$ cat config.mk
export PLATFORM = sky130hd
export DESIGN_NAME = dsp_mac_unit
export DESIGN_NICKNAME = d
export VERILOG_FILES = /design/src/rtl/mac_pkg.sv /design/src/rtl/mac_mul_stage.sv /design/src/rtl/mac_readout.sv /design/src/rtl/dsp_mac_unit.sv
export SDC_FILE = /design/constraint.sdc
export NUM_CORES = 2
export LEC_CHECK = 0
export ABC_CLOCK_PERIOD_IN_PS = 7450
export BUFFER_PORTS_ARGS = -buffer_cell sky130_fd_sc_hd__buf_4
export CORE_MARGIN = 2
export CORE_UTILIZATION = 50
export DETAILED_ROUTE_END_ITERATION = 10
export GPL_ROUTABILITY_DRIVEN = 0
export PLACE_DENSITY = 0.68
export SYNTH_ARGS = -nofsm -noshare
export SYNTH_HDL_FRONTEND = slang
export SYNTH_HIERARCHICAL = 1
export SYNTH_SLANG_ARGS = --single-unit
$ cat constraint.sdc
create_clock -name clk -period 7.45 [get_ports clk]
set_input_delay 1.49 -clock clk [delete_from_list [all_inputs] [get_ports clk]]
set_output_delay 1.49 -clock clk [all_outputs]
set_load 0.02 [all_outputs]
$ cat src/rtl/mac_pkg.sv
// Shared widths, operation codes and the per-stage control bundle for the
// multiply-accumulate unit. Assumes a 3-bit mode-register scale field.
package mac_pkg;
    localparam int SH_W = 3;

    typedef enum logic [1:0] {
        OP_LOAD = 2'd0,
        OP_ADD  = 2'd1,
        OP_SUB  = 2'd2,
        OP_READ = 2'd3
    } mac_op_e;

    typedef struct packed {
        logic            vld;
        mac_op_e         op;
        logic            simd;
        logic            half;
        logic            rnd;
        logic            sat;
        logic [SH_W-1:0] sh;
    } mac_ctl_t;
endpackage

$ cat src/rtl/mac_mul_stage.sv
// Execute stages one and two: captures operands and control, forms the
// scalar or dual-lane signed product, applies the left scale and registers
// it. Assumes DATA_W splits into two equal lanes and ACC_W >= 2*MUL_W.
module mac_mul_stage
    import mac_pkg::*;
#(
    parameter int DATA_W = 32,
    parameter int MUL_W  = 24,
    parameter int ACC_W  = 48
) (
    input  logic              clk,
    input  logic              rst_n,
    input  mac_ctl_t          ctl_i,
    input  logic [DATA_W-1:0] a_i,
    input  logic [DATA_W-1:0] b_i,
    output mac_ctl_t          ctl_o,
    output logic [ACC_W-1:0]  prod_o
);
    localparam int HW    = DATA_W / 2;
    localparam int LANES = DATA_W / HW;

    mac_ctl_t          e0_ctl;
    logic [DATA_W-1:0] e0_a, e0_b;
    logic signed [2*HW-1:0]    lane_p [LANES];
    logic signed [2*MUL_W-1:0] scal_p;
    logic signed [ACC_W-1:0]   lane_sum, raw_p, scaled_p;

    // Stage one control capture with reset so bubbles stay invalid.
    always_ff @(posedge clk) begin
        if (!rst_n) e0_ctl <= '0;
        else        e0_ctl <= ctl_i;
    end

    // Stage one operand capture; data needs no reset.
    always_ff @(posedge clk) begin
        e0_a <= a_i;
        e0_b <= b_i;
    end

    // One signed halfword multiplier per packed lane.
    for (genvar g = 0; g < LANES; g++) begin : g_lane
        assign lane_p[g] = $signed(e0_a[g*HW +: HW]) * $signed(e0_b[g*HW +: HW]);
    end

    // Sum the lane products at accumulator width.
    always_comb begin
        lane_sum = '0;
        for (int i = 0; i < LANES; i++) lane_sum = lane_sum + ACC_W'(lane_p[i]);
    end

    // Scalar product, format select and mode-register left scale.
    always_comb begin
        scal_p   = $signed(e0_a[MUL_W-1:0]) * $signed(e0_b[MUL_W-1:0]);
        raw_p    = e0_ctl.simd ? lane_sum : ACC_W'(scal_p);
        scaled_p = raw_p <<< e0_ctl.sh;
    end

    // Stage two register of control and scaled product.
    always_ff @(posedge clk) begin
        if (!rst_n) ctl_o <= '0;
        else        ctl_o <= e0_ctl;
    end

    // Product register; data needs no reset.
    always_ff @(posedge clk) begin
        prod_o <= scaled_p;
    end

    // Unscaled dual-lane sum always fits in DATA_W+1 signed bits.
    p_lane_range_r6: assert property (@(posedge clk) disable iff (!rst_n)
        (ctl_o.vld && ctl_o.simd && ctl_o.sh == '0)
        |-> prod_o[ACC_W-1:DATA_W] == {(ACC_W-DATA_W){prod_o[ACC_W-1]}});
endmodule

$ cat src/rtl/mac_readout.sv
// Read-out path: arithmetic right scale with optional round-half-up,
// then 32-bit or 16-bit selection with optional clamping. Purely
// combinational; assumes DATA_W is even and ACC_W > DATA_W.
module mac_readout
    import mac_pkg::*;
#(
    parameter int DATA_W = 32,
    parameter int ACC_W  = 48
) (
    input  logic [ACC_W-1:0]  acc_i,
    input  logic [SH_W-1:0]   sh_i,
    input  logic              rnd_i,
    input  logic              sat_i,
    input  logic              half_i,
    output logic [DATA_W-1:0] res_o,
    output logic              clamp_o
);
    localparam int HW = DATA_W / 2;
    localparam int EW = ACC_W + 1;

    logic signed [EW-1:0] ext_v, bias_v, shr_v;
    logic pos_w, neg_w, pos_h, neg_h, pos_o, neg_o;
    logic [DATA_W-1:0] keep_v, max_v, min_v;

    // Widen by one bit so the rounding bias cannot overflow, then scale.
    always_comb begin
        ext_v  = {acc_i[ACC_W-1], acc_i};
        bias_v = (rnd_i && sh_i != '0) ? (EW'(1) << (sh_i - 1'b1)) : '0;
        shr_v  = (ext_v + bias_v) >>> sh_i;
    end

    // Range detection against the full-word and halfword signed limits.
    always_comb begin
        pos_w = !shr_v[EW-1] &&  (|shr_v[EW-2:DATA_W-1]);
        neg_w =  shr_v[EW-1] && !(&shr_v[EW-2:DATA_W-1]);
        pos_h = !shr_v[EW-1] &&  (|shr_v[EW-2:HW-1]);
        neg_h =  shr_v[EW-1] && !(&shr_v[EW-2:HW-1]);
        pos_o = sat_i && (half_i ? pos_h : pos_w);
        neg_o = sat_i && (half_i ? neg_h : neg_w);
    end

    // Result select: kept low bits, or the clamp limit for the chosen width.
    always_comb begin
        keep_v = half_i ? {{HW{shr_v[HW-1]}}, shr_v[HW-1:0]} : shr_v[DATA_W-1:0];
        max_v  = half_i ? DATA_W'((1 << (HW-1)) - 1) : {1'b0, {(DATA_W-1){1'b1}}};
        min_v  = half_i ? ~max_v : {1'b1, {(DATA_W-1){1'b0}}};
        res_o  = pos_o ? max_v : (neg_o ? min_v : keep_v);
        clamp_o = pos_o || neg_o;
    end
endmodule

$ cat src/rtl/dsp_mac_unit.sv
// Top of the multiply-accumulate unit: packs the issue bundle, runs the
// two multiply stages, then performs load/add/subtract or read-out in the
// third stage. Owns the accumulator, write-back register and sticky flag.
// Assumes the issuing pipeline tolerates a fixed two-edge result latency.
module dsp_mac_unit
    import mac_pkg::*;
#(
    parameter int DATA_W = 32,
    parameter int MUL_W  = 24,
    parameter int ACC_W  = 48
) (
    input  logic              clk,
    input  logic              rst_n,
    input  logic              in_valid,
    input  logic [1:0]        in_op,
    input  logic              in_simd,
    input  logic              in_half,
    input  logic              in_rnd,
    input  logic              in_sat,
    input  logic [SH_W-1:0]   in_shamt,
    input  logic [DATA_W-1:0] src_a,
    input  logic [DATA_W-1:0] src_b,
    input  logic              clr_ovf,
    output logic [ACC_W-1:0]  acc_out,
    output logic              wb_valid,
    output logic [DATA_W-1:0] wb_data,
    output logic              ovf_sticky
);
    mac_ctl_t          issue_ctl, e1_ctl;
    logic [ACC_W-1:0]  e1_prod, acc_q;
    logic [DATA_W-1:0] rd_res;
    logic              rd_clamp, rd_now, sat_hit;

    // Bundle issue-side controls for the pipeline.
    always_comb begin
        issue_ctl.vld  = in_valid;
        issue_ctl.op   = mac_op_e'(in_op);
        issue_ctl.simd = in_simd;
        issue_ctl.half = in_half;
        issue_ctl.rnd  = in_rnd;
        issue_ctl.sat  = in_sat;
        issue_ctl.sh   = in_shamt;
    end

    mac_mul_stage #(.DATA_W(DATA_W), .MUL_W(MUL_W), .ACC_W(ACC_W)) u_mul (
        .clk(clk), .rst_n(rst_n), .ctl_i(issue_ctl), .a_i(src_a), .b_i(src_b),
        .ctl_o(e1_ctl), .prod_o(e1_prod)
    );

    mac_readout #(.DATA_W(DATA_W), .ACC_W(ACC_W)) u_rd (
        .acc_i(acc_q), .sh_i(e1_ctl.sh), .rnd_i(e1_ctl.rnd), .sat_i(e1_ctl.sat),
        .half_i(e1_ctl.half), .res_o(rd_res), .clamp_o(rd_clamp)
    );

    assign rd_now  = e1_ctl.vld && (e1_ctl.op == OP_READ);
    assign sat_hit = rd_now && rd_clamp;

    // Stage three accumulate: load, add or subtract the scaled product.
    always_ff @(posedge clk) begin
        if (!rst_n) acc_q <= '0;
        else if (e1_ctl.vld) begin
            case (e1_ctl.op)
                OP_LOAD: acc_q <= e1_prod;
                OP_ADD:  acc_q <= acc_q + e1_prod;
                OP_SUB:  acc_q <= acc_q - e1_prod;
                default: acc_q <= acc_q;
            endcase
        end
    end

    // Stage three write-back register with one-cycle strobe.
    always_ff @(posedge clk) begin
        if (!rst_n) begin
            wb_valid <= 1'b0;
            wb_data  <= '0;
        end else begin
            wb_valid <= rd_now;
            if (rd_now) wb_data <= rd_res;
        end
    end

    // Sticky overflow: a clamp sets it and takes priority over a clear.
    always_ff @(posedge clk) begin
        if (!rst_n)       ovf_sticky <= 1'b0;
        else if (sat_hit) ovf_sticky <= 1'b1;
        else if (clr_ovf) ovf_sticky <= 1'b0;
    end

    assign acc_out = acc_q;

    // Reads and bubbles leave the accumulator alone (R12 as well).
    p_acc_keep_r8: assert property (@(posedge clk) disable iff (!rst_n)
        (!e1_ctl.vld || e1_ctl.op == OP_READ) |=> $stable(acc_out));

    // Write-back data only moves on a read.
    p_wb_hold_r8: assert property (@(posedge clk) disable iff (!rst_n)
        !rd_now |=> $stable(wb_data));

    // The flag stays up without a clear.
    p_ovf_hold_r11: assert property (@(posedge clk) disable iff (!rst_n)
        (ovf_sticky && !clr_ovf) |=> ovf_sticky);

    // A clear with no concurrent clamp drops the flag.
    p_ovf_clear_r11: assert property (@(posedge clk) disable iff (!rst_n)
        (clr_ovf && !sat_hit) |=> !ovf_sticky);
endmodule

==> flow_summary.rst <==
.. list-table::
   :header-rows: 1

   * - Metric
     - Value
   * - Count of buffers from port buffering
     - approximately 160
   * - Worst Max-Slew Pin Slew
     - approximately 1100 ps
   * - Hold slack
     - between 400 and 500 ps
   * - Number of ports placed on the die boundary
     - 159
   * - Hold Path Origin
     - u_mul/e0_ctl[4]
   * - Share of cells above drive strength 1
     - 0.202
   * - Depth of the worst register-to-register path
     - 27
   * - Count of filler cells inserted in the layout
     - approximately 9500
   * - Cell with the most instances on the worst path
     - sky130_fd_sc_hd__fa_1
   * - CTS HTree Levels
     - 1
   * - Highest Clock Rate
     - 125 MHz
   * - Post-detailed-route DRC marker count
     - 0
   * - Cts bufs inserted
     - 29
   * - Final number of setup-violating endpoints
     - 34
   * - Portion of the clock cycle consumed by the worst path in the final layout
     - 1.08
   * - Failing checks
     - negative setup slack
   * - Via-to-Cell Ratio
     - 5.62
   * - Final TNS setup
     - -11220 ps
   * - Global route overflow
     - 0
   * - Critical Path Max Stage Delay
     - around 560 ps
   * - First-pass GRT wire length
     - 292 mm
   * - Antenna diodes
     - 0
   * - Warnings, synthesis
     - 6
   * - Post-layout min period
     - 8030 ps
   * - Hold Path Depth
     - 1
   * - Clk sinks
     - between 200 and 250
   * - Net count of the mapped netlist
     - roughly 8000
   * - Area of the core
     - about 110000 µm²
   * - Largest buffer count on any clock path
     - 3
   * - Status
     - finished with violations
   * - Vias post-DR
     - roughly 48000
   * - Critical path startpoint
     - u_mul/e0_b[21]
   * - CTS Hold Bufs
     - 0
   * - Detailed-routing iteration count for the pre-antenna-repair pass
     - 8
   * - Min-Delay Endpoint
     - u_mul/ctl_o[4]
   * - RSZ-0062 raised after global routing
     - yes
   * - Number of max-cap violations
     - 0
   * - Launch point of the worst reg-to-reg path
     - u_mul/e0_b[21]
   * - Min setup slack post-route
     - -575 ps
   * - Average wire per standard cell
     - ~22 µm
   * - Total wire length after detailed routing
     - around 190 mm
   * - Element type at the critical path start
     - register
   * - Post-detail-place hpwl
     - between 150 and 200 mm
   * - Final worst clock skew
     - ~48 ps
   * - Maximum fanout along the worst path
     - 8
   * - Clk Latency, worst-skew pair
     - between 600 and 700 ps
   * - Clock Pin Slew Worst Setup and Hold Paths
     - 70 ps
   * - Clock tree from TritonCTS
     - done
   * - Total die area
     - 116000 µm²
   * - Post-placement worst setup slack
     - -848 ps
   * - Crit end category
     - register
   * - Data arrival time of the critical path
     - between 8000 and 9000 ps
   * - Standard-cell row count
     - 123
   * - Maximum number of pins on one net before global-route repair
     - 87
   * - Initial antenna violation count
     - 3
   * - Via count of the first global-routing pass
     - between 50000 and 60000
   * - Overall global routing resource usage
     - 0.328
   * - Combined area of all synthesized cells
     - roughly 57000 µm²
   * - Area growth from synthesis to final layout
     - 20.2%
   * - Die boundary height
     - ~340 µm
   * - Slack of the worst reg-to-reg path
     - -580 ps
   * - Number of max-slew violations in the final report
     - 0
   * - Die Width
     - between 300 and 400 µm
   * - Post-Syn Area per Cell
     - between 8 and 9 µm²
   * - Final Hold Violating Endpoints
     - 0
   * - Normalized max-slew margin
     - 0.279
   * - Number of DRC violations after detailed-routing iteration 0
     - between 4000 and 5000
   * - Synthesized instance count
     - 6372
   * - Kind of critical path
     - register to register
   * - Min-Delay Path Class
     - register to register
   * - DRT antenna net count
     - 0
   * - End of the worst register-to-register path
     - u_mul/prod_o[32]
   * - Initial standard-cell utilization of the core
     - 0.504
   * - Clk root buf
     - sky130_fd_sc_hd__clkbuf_16
   * - Slowest library cell on the worst path
     - sky130_fd_sc_hd__fa_1
   * - Nets
     - between 8000 and 9000
   * - Required time of the critical path
     - 8000 ps
==> worst max-delay path, delay by kind of cell, from the launching register on <==
family                     cells  cell delay (ps)
AOI/OAI and AO/OA              3              920
xor gates and xnor gates       1              220
adders and majority gates      9             4590
buffers and inverters          8              550
DFF                            1              340
muxes                          3              740
and+or+nand+nor                3              560
==> cell type report <==
| cell class | instances | area, µm² | area share |
|---|---|---|---|
| clock inverter | 22 | 275 | 0.00404 |
| clock buffer | 32 | 757 | 0.0111 |
| tap | 1500 | 1880 | 0.0275 |
| timing repair buffer | 976 | 8470 | 0.124 |
| inverter | 1362 | 5120 | 0.0751 |
| sequential | 213 | 4350 | 0.0638 |
| multi-input combinational | 4501 | 47300 | 0.694 |
==> placed cells by master, fill, tap and decap left out, types with 35 or more instances in the layout <==
master	count
sky130_fd_sc_hd__buf_6	46
sky130_fd_sc_hd__buf_12	69
sky130_fd_sc_hd__nand4_1	55
sky130_fd_sc_hd__mux2i_1	87
sky130_fd_sc_hd__and2_1	353
sky130_fd_sc_hd__inv_1	1324
sky130_fd_sc_hd__a211oi_1	39
sky130_fd_sc_hd__xor2_1	60
sky130_fd_sc_hd__o21ai_0	110
sky130_fd_sc_hd__a21oi_1	255
sky130_fd_sc_hd__a21o_1	55
sky130_fd_sc_hd__nor2_1	222
sky130_fd_sc_hd__nor3_1	68
sky130_fd_sc_hd__o211ai_1	54
sky130_fd_sc_hd__a31oi_1	38
sky130_fd_sc_hd__ha_1	317
sky130_fd_sc_hd__buf_4	848
sky130_fd_sc_hd__dfxtp_1	172
sky130_fd_sc_hd__o21ai_1	35
sky130_fd_sc_hd__fa_1	1147
sky130_fd_sc_hd__nand2b_1	42
sky130_fd_sc_hd__nand3_1	65
sky130_fd_sc_hd__xnor2_1	142
sky130_fd_sc_hd__fa_2	46
sky130_fd_sc_hd__nand2_1	664
sky130_fd_sc_hd__and3_1	46
==> repair_timing <==
action                     CTS  global route
setup endpoints to repair   35            35
setup buffers               87            10
pin swaps                  118            45
gates cloned                 1             0
gates resized for setup    347            83
==> how the worst max path moves through the flow <==
| stage | end | slack (ps) | depth (start not counted) |
|---|---|---|---|
| after floorplan | u_mul/prod_o[32] | -20 | 26 |
| after global placement | u_mul/prod_o[29] | -620 | 24 |
| after detailed placement | u_mul/prod_o[32] | -850 | 24 |
| after CTS | u_mul/prod_o[32] | -400 | 26 |
| after global routing | u_mul/prod_o[32] | -700 | 27 |
| final | u_mul/prod_o[32] | -580 | 27 |
==> through the flow <==
step                instance area (µm²)  cells  utilization
finish                            68200   8606        0.606
global route                      68200   8606        0.606
CTS                               67900   8597        0.603
detailed placement                64800   8459        0.576
global placement                  64800   8459        0.576
floorplan                         56800   6372            -
==> per-layer routing <==
metal,share of wire,vias to the layer above,GRT usage
met5,0.000069,-,0
met4,0.084,2,0.220
met3,0.073,614,0.0440
met2,0.47,2255,0.545
met1,0.37,24100,0.399
li1,-,21400,-
==> state kept, by name, summed over array words and instances, names as in the netlist <==
| signal | count |
|---|---|
| ovf_sticky | 1 |
| wb_valid | 1 |
| u_mul/e0_ctl | 10 |
| u_mul/e0_b | 32 |
| wb_data | 32 |
| acc_out | 48 |
| u_mul/prod_o | 48 |
| u_mul/ctl_o | 9 |
| u_mul/e0_a | 32 |
Power is left out: the tool's default activity adds up to more than one toggle a clock period on the data nets, which glitch-free logic cannot reach.
